--- config.mk ---
export PLATFORM = sky130hd
export DESIGN_NAME = lvl_irq_concentrator
export DESIGN_NICKNAME = d
export VERILOG_FILES = /design/src/rtl/irq_conc_pkg.sv /design/src/rtl/irq_src_stage.sv /design/src/rtl/irq_lowest_enc.sv /design/src/rtl/irq_reg_port.sv /design/src/rtl/lvl_irq_concentrator.sv
export SDC_FILE = /design/constraint.sdc
export NUM_CORES = 1
export LEC_CHECK = 0
export BUFFER_PORTS_ARGS = -buffer_cell sky130_fd_sc_hd__buf_2
export CAP_MARGIN = 0
export CORE_ASPECT_RATIO = 1.75
export CORE_UTILIZATION = 45
export DETAILED_ROUTE_END_ITERATION = 8
export PLACE_DENSITY_LB_ADDON = 0.15
export SYNTH_ARGS = -nofsm -noshare
export SYNTH_HDL_FRONTEND = slang
export SYNTH_HIERARCHICAL = 1
export SYNTH_SLANG_ARGS = --single-unit
export TNS_END_PERCENT = 5
--- constraint.sdc ---
create_clock -name clk -period 2.3 [get_ports clk]
set_clock_uncertainty 0.2 [all_clocks]
set_input_delay 0.46 -clock clk [delete_from_list [all_inputs] [get_ports clk]]
set_output_delay 0.46 -clock clk [all_outputs]
set_load 0.03 [all_outputs]
--- src/rtl/irq_conc_pkg.sv ---
// Package: shared types and constants for the level interrupt concentrator.
// Assumes a 16-bit register slot width and a 32-bit bus data path.
package irq_conc_pkg;

    localparam int REG_W  = 16;
    localparam int DATA_W = 32;

    // Encoded access size carried on bus_size.
    typedef enum logic [1:0] {
        ACC_BYTE = 2'd0,
        ACC_HALF = 2'd1,
        ACC_WORD = 2'd2,
        ACC_NONE = 2'd3
    } acc_size_e;

endpackage

--- src/rtl/irq_src_stage.sv ---
// Module: samples the level interrupt lines into the source register,
// gates them with the mask and registers the combined request.
// Assumes irq_i is synchronous to clk; no edge latching is done.
module irq_src_stage #(
    parameter int NUM_SRC = 16
) (
    input  logic               clk,
    input  logic               rst_n,
    input  logic [NUM_SRC-1:0] irq_i,
    input  logic [NUM_SRC-1:0] mask_i,
    output logic [NUM_SRC-1:0] src_q,
    output logic [NUM_SRC-1:0] pend_o,
    output logic               irq_o
);

    // Level tracking: the source register copies the lines every clock.
    always_ff @(posedge clk) begin
        if (!rst_n) begin
            src_q <= '0;
        end else begin
            src_q <= irq_i;
        end
    end

    // Pending sources are the active ones that software has enabled.
    always_comb begin
        pend_o = src_q & mask_i;
    end

    // Combined request, registered to give a clean output.
    always_ff @(posedge clk) begin
        if (!rst_n) begin
            irq_o <= 1'b0;
        end else begin
            irq_o <= |pend_o;
        end
    end

endmodule

--- src/rtl/irq_lowest_enc.sv ---
// Module: fixed-priority encoder that turns the pending bitmap into the
// software vector ((lowest index + 1) << 2), or zero when idle.
// Assumes NUM_SRC is small enough that (NUM_SRC << 2) fits in VEC_W bits.
module irq_lowest_enc #(
    parameter int NUM_SRC = 16,
    parameter int VEC_W   = 16
) (
    input  logic [NUM_SRC-1:0] pend_i,
    output logic [VEC_W-1:0]   vec_o
);

    // Scan from the top down so the lowest set bit is written last and wins.
    always_comb begin
        vec_o = '0;
        for (int i = NUM_SRC - 1; i >= 0; i--) begin
            if (pend_i[i]) begin
                vec_o = VEC_W'((i + 1) << 2);
            end
        end
    end

endmodule

--- src/rtl/irq_reg_port.sv ---
// Module: register window decode. It holds the mask register and builds
// read data for byte, halfword and word accesses from two halfword slots.
// Assumes bus signals are synchronous and that reads have no side effect.
module irq_reg_port
    import irq_conc_pkg::*;
#(
    parameter int               ADDR_W   = 12,
    parameter logic [REG_W-1:0] MASK_RST = 16'h0010
) (
    input  logic              clk,
    input  logic              rst_n,
    input  logic [ADDR_W-1:0] bus_addr,
    input  logic [1:0]        bus_size,
    input  logic              bus_wr,
    input  logic [DATA_W-1:0] bus_wdata,
    input  logic [REG_W-1:0]  vec_i,
    output logic [REG_W-1:0]  mask_q,
    output logic [DATA_W-1:0] bus_rdata
);

    localparam int                HW_ADDR_W = ADDR_W - 1;
    localparam logic [HW_ADDR_W-1:0] VEC_SLOT  = HW_ADDR_W'(0);
    localparam logic [HW_ADDR_W-1:0] MASK_SLOT = HW_ADDR_W'(1);

    acc_size_e            acc;
    logic [HW_ADDR_W-1:0] slot_lo;
    logic [HW_ADDR_W-1:0] slot_hi;
    logic [REG_W-1:0]     rd_lo;
    logic [REG_W-1:0]     rd_hi;
    logic [REG_W-1:0]     mask_d;

    // Halfword slot read mux, shared by the low and high halves.
    function automatic logic [REG_W-1:0] slot_read(
        input logic [HW_ADDR_W-1:0] slot,
        input logic [REG_W-1:0]     vec,
        input logic [REG_W-1:0]     mask
    );
        if (slot == VEC_SLOT) begin
            return vec;
        end else if (slot == MASK_SLOT) begin
            return mask;
        end
        return '0;
    endfunction

    // Decode the access size and the two halfword slots it may touch.
    always_comb begin
        acc     = acc_size_e'(bus_size);
        slot_lo = bus_addr[ADDR_W-1:1];
        slot_hi = slot_lo + HW_ADDR_W'(1);
    end

    // Read data assembly per access size.
    always_comb begin
        rd_lo     = slot_read(slot_lo, vec_i, mask_q);
        rd_hi     = slot_read(slot_hi, vec_i, mask_q);
        bus_rdata = '0;
        unique case (acc)
            ACC_BYTE: bus_rdata[7:0]  = bus_addr[0] ? rd_lo[15:8] : rd_lo[7:0];
            ACC_HALF: bus_rdata[15:0] = rd_lo;
            ACC_WORD: bus_rdata       = {rd_hi, rd_lo};
            default:  bus_rdata       = '0;
        endcase
    end

    // Next mask value: narrow writes merge with the current contents.
    always_comb begin
        mask_d = mask_q;
        if (bus_wr) begin
            unique case (acc)
                ACC_BYTE: begin
                    if (slot_lo == MASK_SLOT) begin
                        if (bus_addr[0]) begin
                            mask_d[15:8] = bus_wdata[7:0];
                        end else begin
                            mask_d[7:0] = bus_wdata[7:0];
                        end
                    end
                end
                ACC_HALF: begin
                    if (slot_lo == MASK_SLOT) begin
                        mask_d = bus_wdata[15:0];
                    end
                end
                ACC_WORD: begin
                    if (slot_lo == MASK_SLOT) begin
                        mask_d = bus_wdata[15:0];
                    end else if (slot_hi == MASK_SLOT) begin
                        mask_d = bus_wdata[31:16];
                    end
                end
                default: mask_d = mask_q;
            endcase
        end
    end

    // Mask register with its reset value.
    always_ff @(posedge clk) begin
        if (!rst_n) begin
            mask_q <= MASK_RST;
        end else begin
            mask_q <= mask_d;
        end
    end

endmodule

--- src/rtl/lvl_irq_concentrator.sv ---
// Module: top of the masked level interrupt concentrator. It ties the
// source stage, the priority encoder and the register window together.
// Assumes NUM_SRC <= 16 and ADDR_W >= 3.
module lvl_irq_concentrator
    import irq_conc_pkg::*;
#(
    parameter int               NUM_SRC  = 16,
    parameter int               ADDR_W   = 12,
    parameter logic [REG_W-1:0] MASK_RST = 16'h0010
) (
    input  logic               clk,
    input  logic               rst_n,
    input  logic [NUM_SRC-1:0] irq_i,
    input  logic [ADDR_W-1:0]  bus_addr,
    input  logic [1:0]         bus_size,
    input  logic               bus_wr,
    input  logic [31:0]        bus_wdata,
    output logic [31:0]        bus_rdata,
    output logic               irq_o
);

    logic [NUM_SRC-1:0] src_q;
    logic [NUM_SRC-1:0] pend;
    logic [REG_W-1:0]   mask_q;
    logic [REG_W-1:0]   vec;
    logic [NUM_SRC-1:0] mask_used;

    // Only the mask bits that have a source behind them take part.
    always_comb begin
        mask_used = mask_q[NUM_SRC-1:0];
    end

    irq_src_stage #(
        .NUM_SRC(NUM_SRC)
    ) u_src (
        .clk   (clk),
        .rst_n (rst_n),
        .irq_i (irq_i),
        .mask_i(mask_used),
        .src_q (src_q),
        .pend_o(pend),
        .irq_o (irq_o)
    );

    irq_lowest_enc #(
        .NUM_SRC(NUM_SRC),
        .VEC_W  (REG_W)
    ) u_enc (
        .pend_i(pend),
        .vec_o (vec)
    );

    irq_reg_port #(
        .ADDR_W  (ADDR_W),
        .MASK_RST(MASK_RST)
    ) u_port (
        .clk      (clk),
        .rst_n    (rst_n),
        .bus_addr (bus_addr),
        .bus_size (bus_size),
        .bus_wr   (bus_wr),
        .bus_wdata(bus_wdata),
        .vec_i    (vec),
        .mask_q   (mask_q),
        .bus_rdata(bus_rdata)
    );

endmodule

==> metrics.txt, run 1 <==
CP Launch Type flip-flop; TritonRoute pass-1 iters 7; crit path cell chain and2_2, buf_4, nor4_4, and3_4, and4_4, o22ai_2, o22ai_2, buf_6; Slew Limit Fails 0; Hold Buf Count CTS 0; mux contribution to synthesized area 0.0638; combinational family with the most area after synthesis simple AND/OR/NAND/NOR gates; RSZ-0062 raised after global routing true; top cells by area, synth dfxtp_1 (25%), and2_1 (8.0%), a22oi_1 (4.5%), nor2b_1 (4.2%), buf_4 (3.7%); Post-Synth Adder-Cell Area 0.0188; first-pass GRT wire length 16400 um; routability cong. about 0.90; fin crit share 1.26; Fin. Hold Viols 0; clock sinks 33; worst reg2reg startpoint u_src/src_q[12]; crit end category output pin; Hold Startpoint irq_i[4]; vias in the first global route 3431; final WL 11800 um; complex-gate fraction of the synthesized area 0.277; die area roughly 0.0062 mm2; Max Fanout on Critical Path 3; Die Width between 60 and 70 um; post-synthesis cell area 0.00267 mm2; status complete, but fails checks; Slew @ Worst Pin ~0.55 ns; cell with the most instances after synthesis and2_1; CP Class reg -> out; WL per Instance a little over 20 um; f_max between 0.3 and 0.4 GHz; share of cells above drive strength 1 0.524; Syn Inst Count approximately 350; IO Port Bufs 97; worst skew pair latency about 0.29 ns; initial antenna violation count 0; register area share after synthesis 0.248; PnR worst setup slack -0.604 ns; post-DP HPWL around 7600 um; max cap viols 0; Initial DRC Count around 210; Largest stage delay, worst path around 0.33 ns; Synth cell types 52; CP most frequent cell o22ai_2; post-synthesis xor/xnor area fraction 0; VDD IR-drop max ~0.21 mV; family with the most delay on the worst path simple AND/OR/NAND/NOR gates; Synth Area per Inst around 7.7 um2; minimum clock period between 2 and 3 ns; Design Power approximately 1.6 mW; Primary FF master, synth dfxtp_1; pin count of the biggest net entering global routing 35; area leader, netlist dfxtp_1; clock root buffer clkbuf_8; CP arrival roughly 2.2 ns; Rows 36; total CTS buffers 5; Ys Warns 6; Crit. Startpoint u_port/mask_q[11]; CP Data Required Time ~1.6 ns; worst hold-check path type in -> reg; CTS tree yes; simple-gate portion of the synthesized area 0.307; Antenna Nets Post-Route 0; area fraction of the dominant cell type after synthesis 0.248; vias roughly 3500; EDFF count, synth 0; Bufs on Longest Clock Path 2; Antenna diodes 0; ys async rst share 0; Max H-tree Level 2; initial core utilization 0.473; Area Overhead vs Synth 68.2%; Die Ht slightly above 100 um; crit path buf inv count 2; failing checks setup timing; leakage power total approximately 1.9 nW; setup violators final 32; I/O pins 98; Final #Nets just under 600; Core Box Area ~0.0056 mm2; vias per cell 5.98; most common library cells after synthesis and2_1 (34), dfxtp_1 (33), nor2_1 (26); power per cell area about 360 mW/mm2; synthesis-stage register bit count 33; WHS 0.170 ns; Residual DRC 0; gr usage total 0.350; clk slew on worst S/H paths roughly 0.07 ns; overflow left after global routing 0; Slew headroom 0.633; Slowest-stage cell, CP dfxtp_1
==> flip-flops by register name (all words and copies together) (netlist names) <==
signal	count
u_src/irq_o	1
u_src/src_q	16
u_port/mask_q	16
==> report_power, final <==
part	total [mW]	switching [mW]	leakage, nW	internal, mW
Clock	0.485	0.215	0.0542	0.270
Sequential	0.623	0.0184	0.272	0.604
Combinational	0.495	0.271	1.56	0.225
==> per-stage QoR <==
stage	worst slack (ns)	utilization	instance area (um2)	TNS (ns)	std cells
after floorplan	-0.408	-	2880	-11.75	356
after global placement	-0.579	0.686	3860	-19.40	571
after detailed placement	-0.654	0.686	3860	-21.40	571
after CTS	-0.516	0.775	4360	-15.63	587
after global routing	-0.690	0.796	4480	-18.62	586
final	-0.604	0.796	4480	-16.65	586
==> metal layers <==
metal  vias up  global-route usage  part of all wire
li1       1599                   -                 -
met1      1621               0.358              0.33
met2       204               0.603              0.51
met3        78              0.0512             0.067
met4         0               0.259             0.086
met5         -                   0                 0
==> cell usage in the layout, fill, tap and decap left out, drive strengths merged, types with 7 or more instances in the layout <==
cell,n
a31oi,9
mux2i,8
nand2,22
or4,7
inv,15
a22oi,16
o21a,8
and2,35
conb,11
o22ai,14
clkbuf,7
a21oi,19
buf,177
o31ai,9
nor2,26
mux2,8
o32ai,8
nand3,11
nor4,8
nor2b,18
dfxtp,33
a221oi,9
==> area by class of cell <==
class                           count  area [um2]
Tap cell                           76        95.1
Fill cell                         376        1150
Timing Repair Buffer              177        1360
Inverter                           15        56.3
Clock inverter                      1        5.00
Clock buffer                        7        96.3
Multi-Input combinational cell    277        2210
Sequential cell                    33         661
==> path summary, 6_finish.rpt <==
check / end / slack (ns) / cells past startpoint
min: u_src/src_q[4] / 0.17 / 2
max reg2reg: u_src/irq_o / 0.31 / 4
max: bus_rdata[6] / -0.60 / 8
min reg2reg: u_port/mask_q[15] / 0.38 / 2
==> cells by family (layout without fill, tap and decap cells) <==
group	count (synthesis)	in the layout
AND/OR/NAND/NOR	142	142
AO/OA/AOI/OAI	104	104
buffers and inverters	46	200
flip-flops	33	33
multiplexers	16	16
adder cells (fa/ha/maj)	4	4
other	1	11
==> repair_timing <==
action / in CTS / in global routing
gates cloned: 3 / 0
gates resized for setup: 80 / 27
pin swaps: 19 / 12
buffers inserted: 5 / 0
endpoints found under the setup margin: 33 / 39
endpoints found under the hold margin: 0 / 0
Note: power is estimated with default switching activity, not from simulation.
==> inputs of run 2 (changes only) <==
Settings changed: CORE_ASPECT_RATIO 1.75 to not set.
==> run 2 against run 1 <==
The run still ends with setup timing left. Highest routed layer unchanged. Non-clock buffer count decreased by 7. First-iteration DRC count decreased by 28%. Die area decreased by 0.20%. Utilization decreased by 1.8 points. Register-to-register slack improved by 0.14 ns. Via count decreased by 7.5%. Global-route usage decreased by 3.7 points. Routed wire length decreased by 18%.
==> metrics.txt, run 2 (synthesis gave the netlist of run 1 again) <==
most frequent cells in the layout buf_4 (74), buf_2 (62), and2_1 (34) (was buf_4 (80), buf_2 (62), dfxtp_1 (33)); worst skew pair latency 0.28 ns (was 0.29 ns); I/O pins 98 (unchanged); f_max 0.350 GHz (was 0.344 GHz); vias 3238 (was 3502); Slew @ Worst Pin 0.619 ns (was 0.549 ns); PnR worst setup slack -0.561 ns (was -0.604 ns); fillers 402 (was 376); Die Width 79.0 um (was 60.2 um); reg2reg path depth 4 (unchanged); worst hold-check path type in -> reg (unchanged); total CTS buffers 5 (unchanged); worst reg2reg startpoint u_port/mask_q[7] (was u_src/src_q[12]); RSZ-0062 raised after global routing true (unchanged); Top Registers u_port/mask_q: 16 flops, u_src/src_q: 16 flops, u_src/irq_o: 1 flops (unchanged); DP Area 0.00384 mm2 (was 0.00386 mm2); VDD IR-drop max 0.366 mV (was 0.206 mV); vias in the first global route 3182 (was 3431); Slowest-stage cell, CP or4_4 (was dfxtp_1); CP Launch Type primary input (was flip-flop); Worst R2R End u_src/irq_o (unchanged); IO Port Bufs 97 (unchanged); failing checks setup timing (unchanged); first-pass GRT wire length 15100 um (was 16400 um); final WL 9690 um (was 11800 um); clock root buffer clkbuf_8 (unchanged); R2R setup slack 0.45 ns (was 0.31 ns); Die Ht 79.0 um (was 104 um); Hold Startpoint irq_i[14] (was irq_i[4]); routability cong. 0.858 (was 0.897); CP Class in -> out (was reg -> out); Slew headroom 0.586 (was 0.633); crit end category output pin (unchanged); power per cell area 343 mW/mm2 (was 358 mW/mm2); Rows 27 (was 36); crit path cell chain buf_6, or4_4, nor4_4, buf_6, buf_12, nor2_2, o32ai_4, buf_6 (was and2_2, buf_4, nor4_4, and3_4, and4_4, o22ai_2, o22ai_2, buf_6); gr usage total 0.313 (was 0.350); Area Overhead vs Synth 63.8% (was 68.2%); Largest stage delay, worst path 0.58 ns (was 0.33 ns); worst hold path depth 2 (unchanged); initial core utilization 0.475 (was 0.473); setup violators final 33 (was 32); dpl ws -0.610 ns (was -0.654 ns); fin crit share 1.24 (was 1.26); CP arrival 2.20 ns (was 2.24 ns); vias per cell 5.63 (was 5.98); Bufs on Longest Clock Path 2 (unchanged); die area 0.00623 mm2 (was 0.00625 mm2); most common cell after layout, fill and taps aside buf_4 (unchanged); CP Data Required Time 1.64 ns (about the same); pin count of the biggest net entering global routing 42 (was 35); initial antenna violation count 0 (unchanged); Antenna Nets Post-Route 0 (unchanged); share of cells above drive strength 1 0.499 (was 0.524); post-route cell area 0.00436 mm2 (was 0.00448 mm2); Max H-tree Level 2 (unchanged); minimum clock period 2.86 ns (was 2.90 ns); Residual DRC 0 (unchanged); Slew Limit Fails 0 (unchanged); clk slew on worst S/H paths 0.06 ns (was 0.07 ns); overflow left after global routing 0 (unchanged); leakage power total 1.83 nW (was 1.89 nW); CP most frequent cell buf_6 (was o22ai_2); Final #Nets 571 (was 578); Core Box Area 0.00561 mm2 (was 0.00563 mm2); CTS tree yes (unchanged); Hold EP u_src/src_q[14] (was u_src/src_q[4]); status complete, but fails checks (unchanged); Antenna diodes 0 (unchanged); Initial DRC Count 154 (was 213); Fin. Hold Viols 0 (unchanged); max cap viols 0 (unchanged); TritonRoute pass-1 iters 5 (was 7); WL per Instance 16.8 um (was 20.1 um); clock sinks 33 (unchanged); post-DP HPWL 6690 um (was 7590 um); Max Fanout on Critical Path 6 (was 3)
## run 2: changes by cell type in the layout (fill, tap and decap cells not counted), sizes merged
| cell | previous run | this run |
|---|---|---|
| buf | 177 | 170 |
| clkbuf | 7 | 6 |
| clkinv | 1 | 2 |
## run 2: worst max-delay path by stage
stage / startpoint / end / slack, ns / cells after the start
after floorplan: bus_addr[2] / bus_rdata[3] / -0.41 / 4
after global placement: bus_addr[2] / bus_rdata[11] / -0.55 / 6
after detailed placement: bus_addr[2] / bus_rdata[6] / -0.61 / 7
after CTS: bus_addr[7] / bus_rdata[17] / -0.50 / 9
after global routing: bus_addr[11] / bus_rdata[29] / -0.59 / 8
final: bus_addr[11] / bus_rdata[1] / -0.56 / 8
## run 2: through the flow
stage                     utilization  hold slack [ns]  std cells  TNS [ns]  total power, mW
final                           0.778            0.178        575    -16.46             1.50
after global placement          0.684            0.323        561    -18.27             1.04
after CTS                       0.768            0.171        577    -15.05             1.47
after floorplan                     -            0.256        356    -11.75            0.866
after detailed placement        0.684            0.323        561    -19.30             1.05
after global routing            0.778            0.169        575    -17.45             1.57
## run 2: critical path: cells and delay by family
kind | cells | cell delay [ns]
AOI/OAI and AO/OA | 1 | 0.21
buffers and inverters | 4 | 0.59
and+or+nand+nor | 3 | 0.94
## run 2: what timing repair did
action	in CTS	in global routing
resized for setup	74	19
pin swaps	13	18
setup buffers	5	0
cloned	3	0
hold buffers	0	0
setup endpoints to repair	33	40
## run 2: final cells by class
cell class / instances / area (um2) / share of cell area
clock buffers: 6 / 72.6 / 0.0166
inverters: 15 / 56.3 / 0.0129
clock inverters: 2 / 10.0 / 0.00229
multi-input cells: 277 / 2170 / 0.496
flip-flops and latches: 33 / 661 / 0.151
repair buffers: 170 / 1310 / 0.300
well taps: 72 / 90.1 / 0.0206
## run 2: metal layers
layer | track usage | share of wire | routed length (um) | vias up
met4 | 0.116 | 0.014 | 133 | 0
li1 | - | - | - | 1580
met5 | 0 | 0 | 0 | -
met2 | 0.561 | 0.51 | 4910 | 143
met1 | 0.361 | 0.41 | 4010 | 1497
met3 | 0.0713 | 0.065 | 628 | 18
## run 2: where the power goes
group          internal [mW]  switching [mW]  total, mW
sequential             0.604          0.0140      0.619
clock                  0.209           0.201      0.410
combinational          0.213           0.253      0.467
==> inputs of run 3 (changes only) <==
Settings changed: REMOVE_ABC_BUFFERS set to 1.
==> run 3 against run 2 <==
The flow still finishes with violations (setup timing). Register-to-register slack gained 0.05 ns. Final cell count grew 0.52%. Combinational power shrank 4.5%. Largest cell class unchanged. Largest power group unchanged. Critical path type unchanged. Total power grew 9.5%. Sequential share of layout area grew 0.60 points.
==> metrics.txt, run 3 (synthesis gave the netlist of run 1 again) <==
power per cell area 390 mW/mm2 (was 343 mW/mm2); worst hold-check path type in -> reg (unchanged); Top Registers u_port/mask_q: 16 flops, u_src/src_q: 16 flops, u_src/irq_o: 1 flops (unchanged); CTS tree yes (unchanged); die area 0.00623 mm2 (unchanged); Antenna diodes 0 (unchanged); Antenna Nets Post-Route 0 (unchanged); post-DP HPWL 7000 um (was 6690 um); leakage power total 1.81 nW (was 1.83 nW); DP Area 0.00364 mm2 (was 0.00384 mm2); CP arrival 2.30 ns (was 2.20 ns); CP Launch Type primary input (unchanged); Rows 27 (unchanged); worst reg2reg startpoint u_port/mask_q[2] (was u_port/mask_q[7]); minimum clock period 2.96 ns (was 2.86 ns); clock sinks 33 (unchanged); Initial DRC Count 204 (was 154); final WL 9700 um (was 9690 um); f_max 0.338 GHz (was 0.350 GHz); most frequent cells in the layout buf_4 (89), buf_2 (62), and2_1 (33), dfxtp_1 (33), nand2_1 (22) (was buf_4 (74), buf_2 (62), and2_1 (34)); status complete, but fails checks (unchanged); most common cell after layout, fill and taps aside buf_4 (unchanged); failing checks setup timing (unchanged); I/O pins 98 (unchanged); Hold Buf Count CTS 0 (unchanged); Worst R2R End u_src/irq_o (unchanged); VDD IR-drop max 0.294 mV (was 0.366 mV); Fin. Hold Viols 0 (unchanged); share of cells above drive strength 1 0.443 (was 0.499); gr usage total 0.317 (was 0.313); dpl ws -0.710 ns (was -0.610 ns); Max Fanout on Critical Path 6 (unchanged); Max H-tree Level 2 (unchanged); Hold EP u_src/src_q[10] (was u_src/src_q[14]); RSZ-0062 raised after global routing true (unchanged); reg2reg path depth 3 (was 4); Slew Limit Fails 0 (unchanged); Residual DRC 0 (unchanged); max cap viols 0 (unchanged); Slew headroom 0.536 (was 0.586); IO Port Bufs 97 (unchanged); Die Width 79.0 um (unchanged); pin count of the biggest net entering global routing 31 (was 42); R2R setup slack 0.50 ns (was 0.45 ns); Hold Startpoint irq_i[10] (was irq_i[14]); Bufs on Longest Clock Path 2 (unchanged); worst skew pair latency 0.29 ns (was 0.28 ns); setup violators final 32 (was 33); vias 3288 (was 3238); post-route cell area 0.00420 mm2 (was 0.00436 mm2); initial core utilization 0.475 (unchanged); Final #Nets 574 (was 571); first-pass GRT wire length 15100 um (about the same); setup tns final -16.19 ns (was -16.46 ns); routability cong. 0.863 (was 0.858); worst hold path depth 2 (unchanged); Area Overhead vs Synth 57.6% (was 63.8%); total CTS buffers 5 (unchanged); fin crit share 1.29 (was 1.24); clk slew on worst S/H paths 0.07 ns (was 0.06 ns); vias in the first global route 3142 (was 3182); TritonRoute pass-1 iters 5 (unchanged); overflow left after global routing 0 (unchanged); Die Ht 79.0 um (unchanged); CP Class in -> out (unchanged); PnR worst setup slack -0.658 ns (was -0.561 ns); clock root buffer clkbuf_8 (unchanged); WL per Instance 16.8 um (about the same); Slew @ Worst Pin 0.693 ns (was 0.619 ns); crit end category output pin (unchanged); Core Box Area 0.00561 mm2 (unchanged); CP Data Required Time 1.64 ns (about the same); vias per cell 5.69 (was 5.63); initial antenna violation count 0 (unchanged)
## run 3: cell count changes in the layout (fill, tap and decap cells not counted), moves of 2 or more
cell | previous run | this run
a22oi_1 | 2 | 9
a22oi_2 | 14 | 7
buf_12 | 5 | 3
buf_4 | 74 | 89
buf_6 | 28 | 17
clkinv_2 | 2 | 0
nor2b_1 | 5 | 18
nor2b_2 | 13 | 0
o21ai_1 | 1 | 3
o22ai_1 | 3 | 11
o22ai_2 | 7 | 3
o22ai_4 | 4 | 0
o32ai_2 | 0 | 2
## run 3: worst max path at each step
| stage | endpoint | slack (ns) | cells past startpoint | start |
|---|---|---|---|---|
| after floorplan | bus_rdata[7] | -0.85 | 4 | bus_addr[2] |
| after global placement | bus_rdata[1] | -0.68 | 8 | bus_addr[8] |
| after detailed placement | bus_rdata[1] | -0.71 | 8 | bus_addr[8] |
| after CTS | bus_rdata[20] | -0.55 | 9 | bus_addr[11] |
| after global routing | bus_rdata[21] | -0.70 | 9 | bus_addr[11] |
| final | bus_rdata[21] | -0.66 | 9 | bus_addr[11] |
## run 3: per-layer routing
metal / track usage / wire (um) / part of all wire
met5: 0 / 0 / 0
met4: 0.111 / 161 / 0.017
met3: 0.0678 / 823 / 0.085
met2: 0.533 / 4620 / 0.48
met1: 0.397 / 4090 / 0.42
## run 3: what timing repair did
item / in CTS / in global routing
cloned: 3 / 0
resized for setup: 74 / 18
buffers inserted: 3 / 2
pin swaps: 21 / 4
endpoints found under the setup margin: 32 / 48
## run 3: worst max-delay path, stage by stage
cell	delay (ns)
buf_6	0.09
or4_4	0.58
nor4_4	0.28
buf_6	0.19
buf_12	0.11
buf_16	0.10
a22oi_2	0.08
nor2b_1	0.20
buf_4	0.20
## run 3: layout make-up
cell class,instances,area [um2]
Clock buffer,7,86.3
Tap cell,72,90.1
Inverter,15,56.3
Fill cell,446,1410
Clock inverter,1,30.0
Timing Repair Buffer,173,1280
Sequential cell,33,661
Multi-Input combinational cell,277,1990
## run 3: through the flow
| step | util | hold slack (ns) | power (mW) | std cells |
|---|---|---|---|---|
| after floorplan | - | 0.256 | 0.822 | 325 |
| after global placement | 0.649 | 0.398 | 1.03 | 563 |
| after detailed placement | 0.649 | 0.393 | 1.03 | 563 |
| after CTS | 0.730 | 0.159 | 1.62 | 577 |
| after global routing | 0.749 | 0.172 | 1.71 | 578 |
| final | 0.749 | 0.169 | 1.64 | 578 |
## run 3: power by group
group / internal (mW) / leakage (nW) / total, mW / switching, mW
clock: 0.353 / 0.0585 / 0.572 / 0.218
sequential: 0.604 / 0.272 / 0.621 / 0.0164
combinational: 0.211 / 1.48 / 0.446 / 0.235
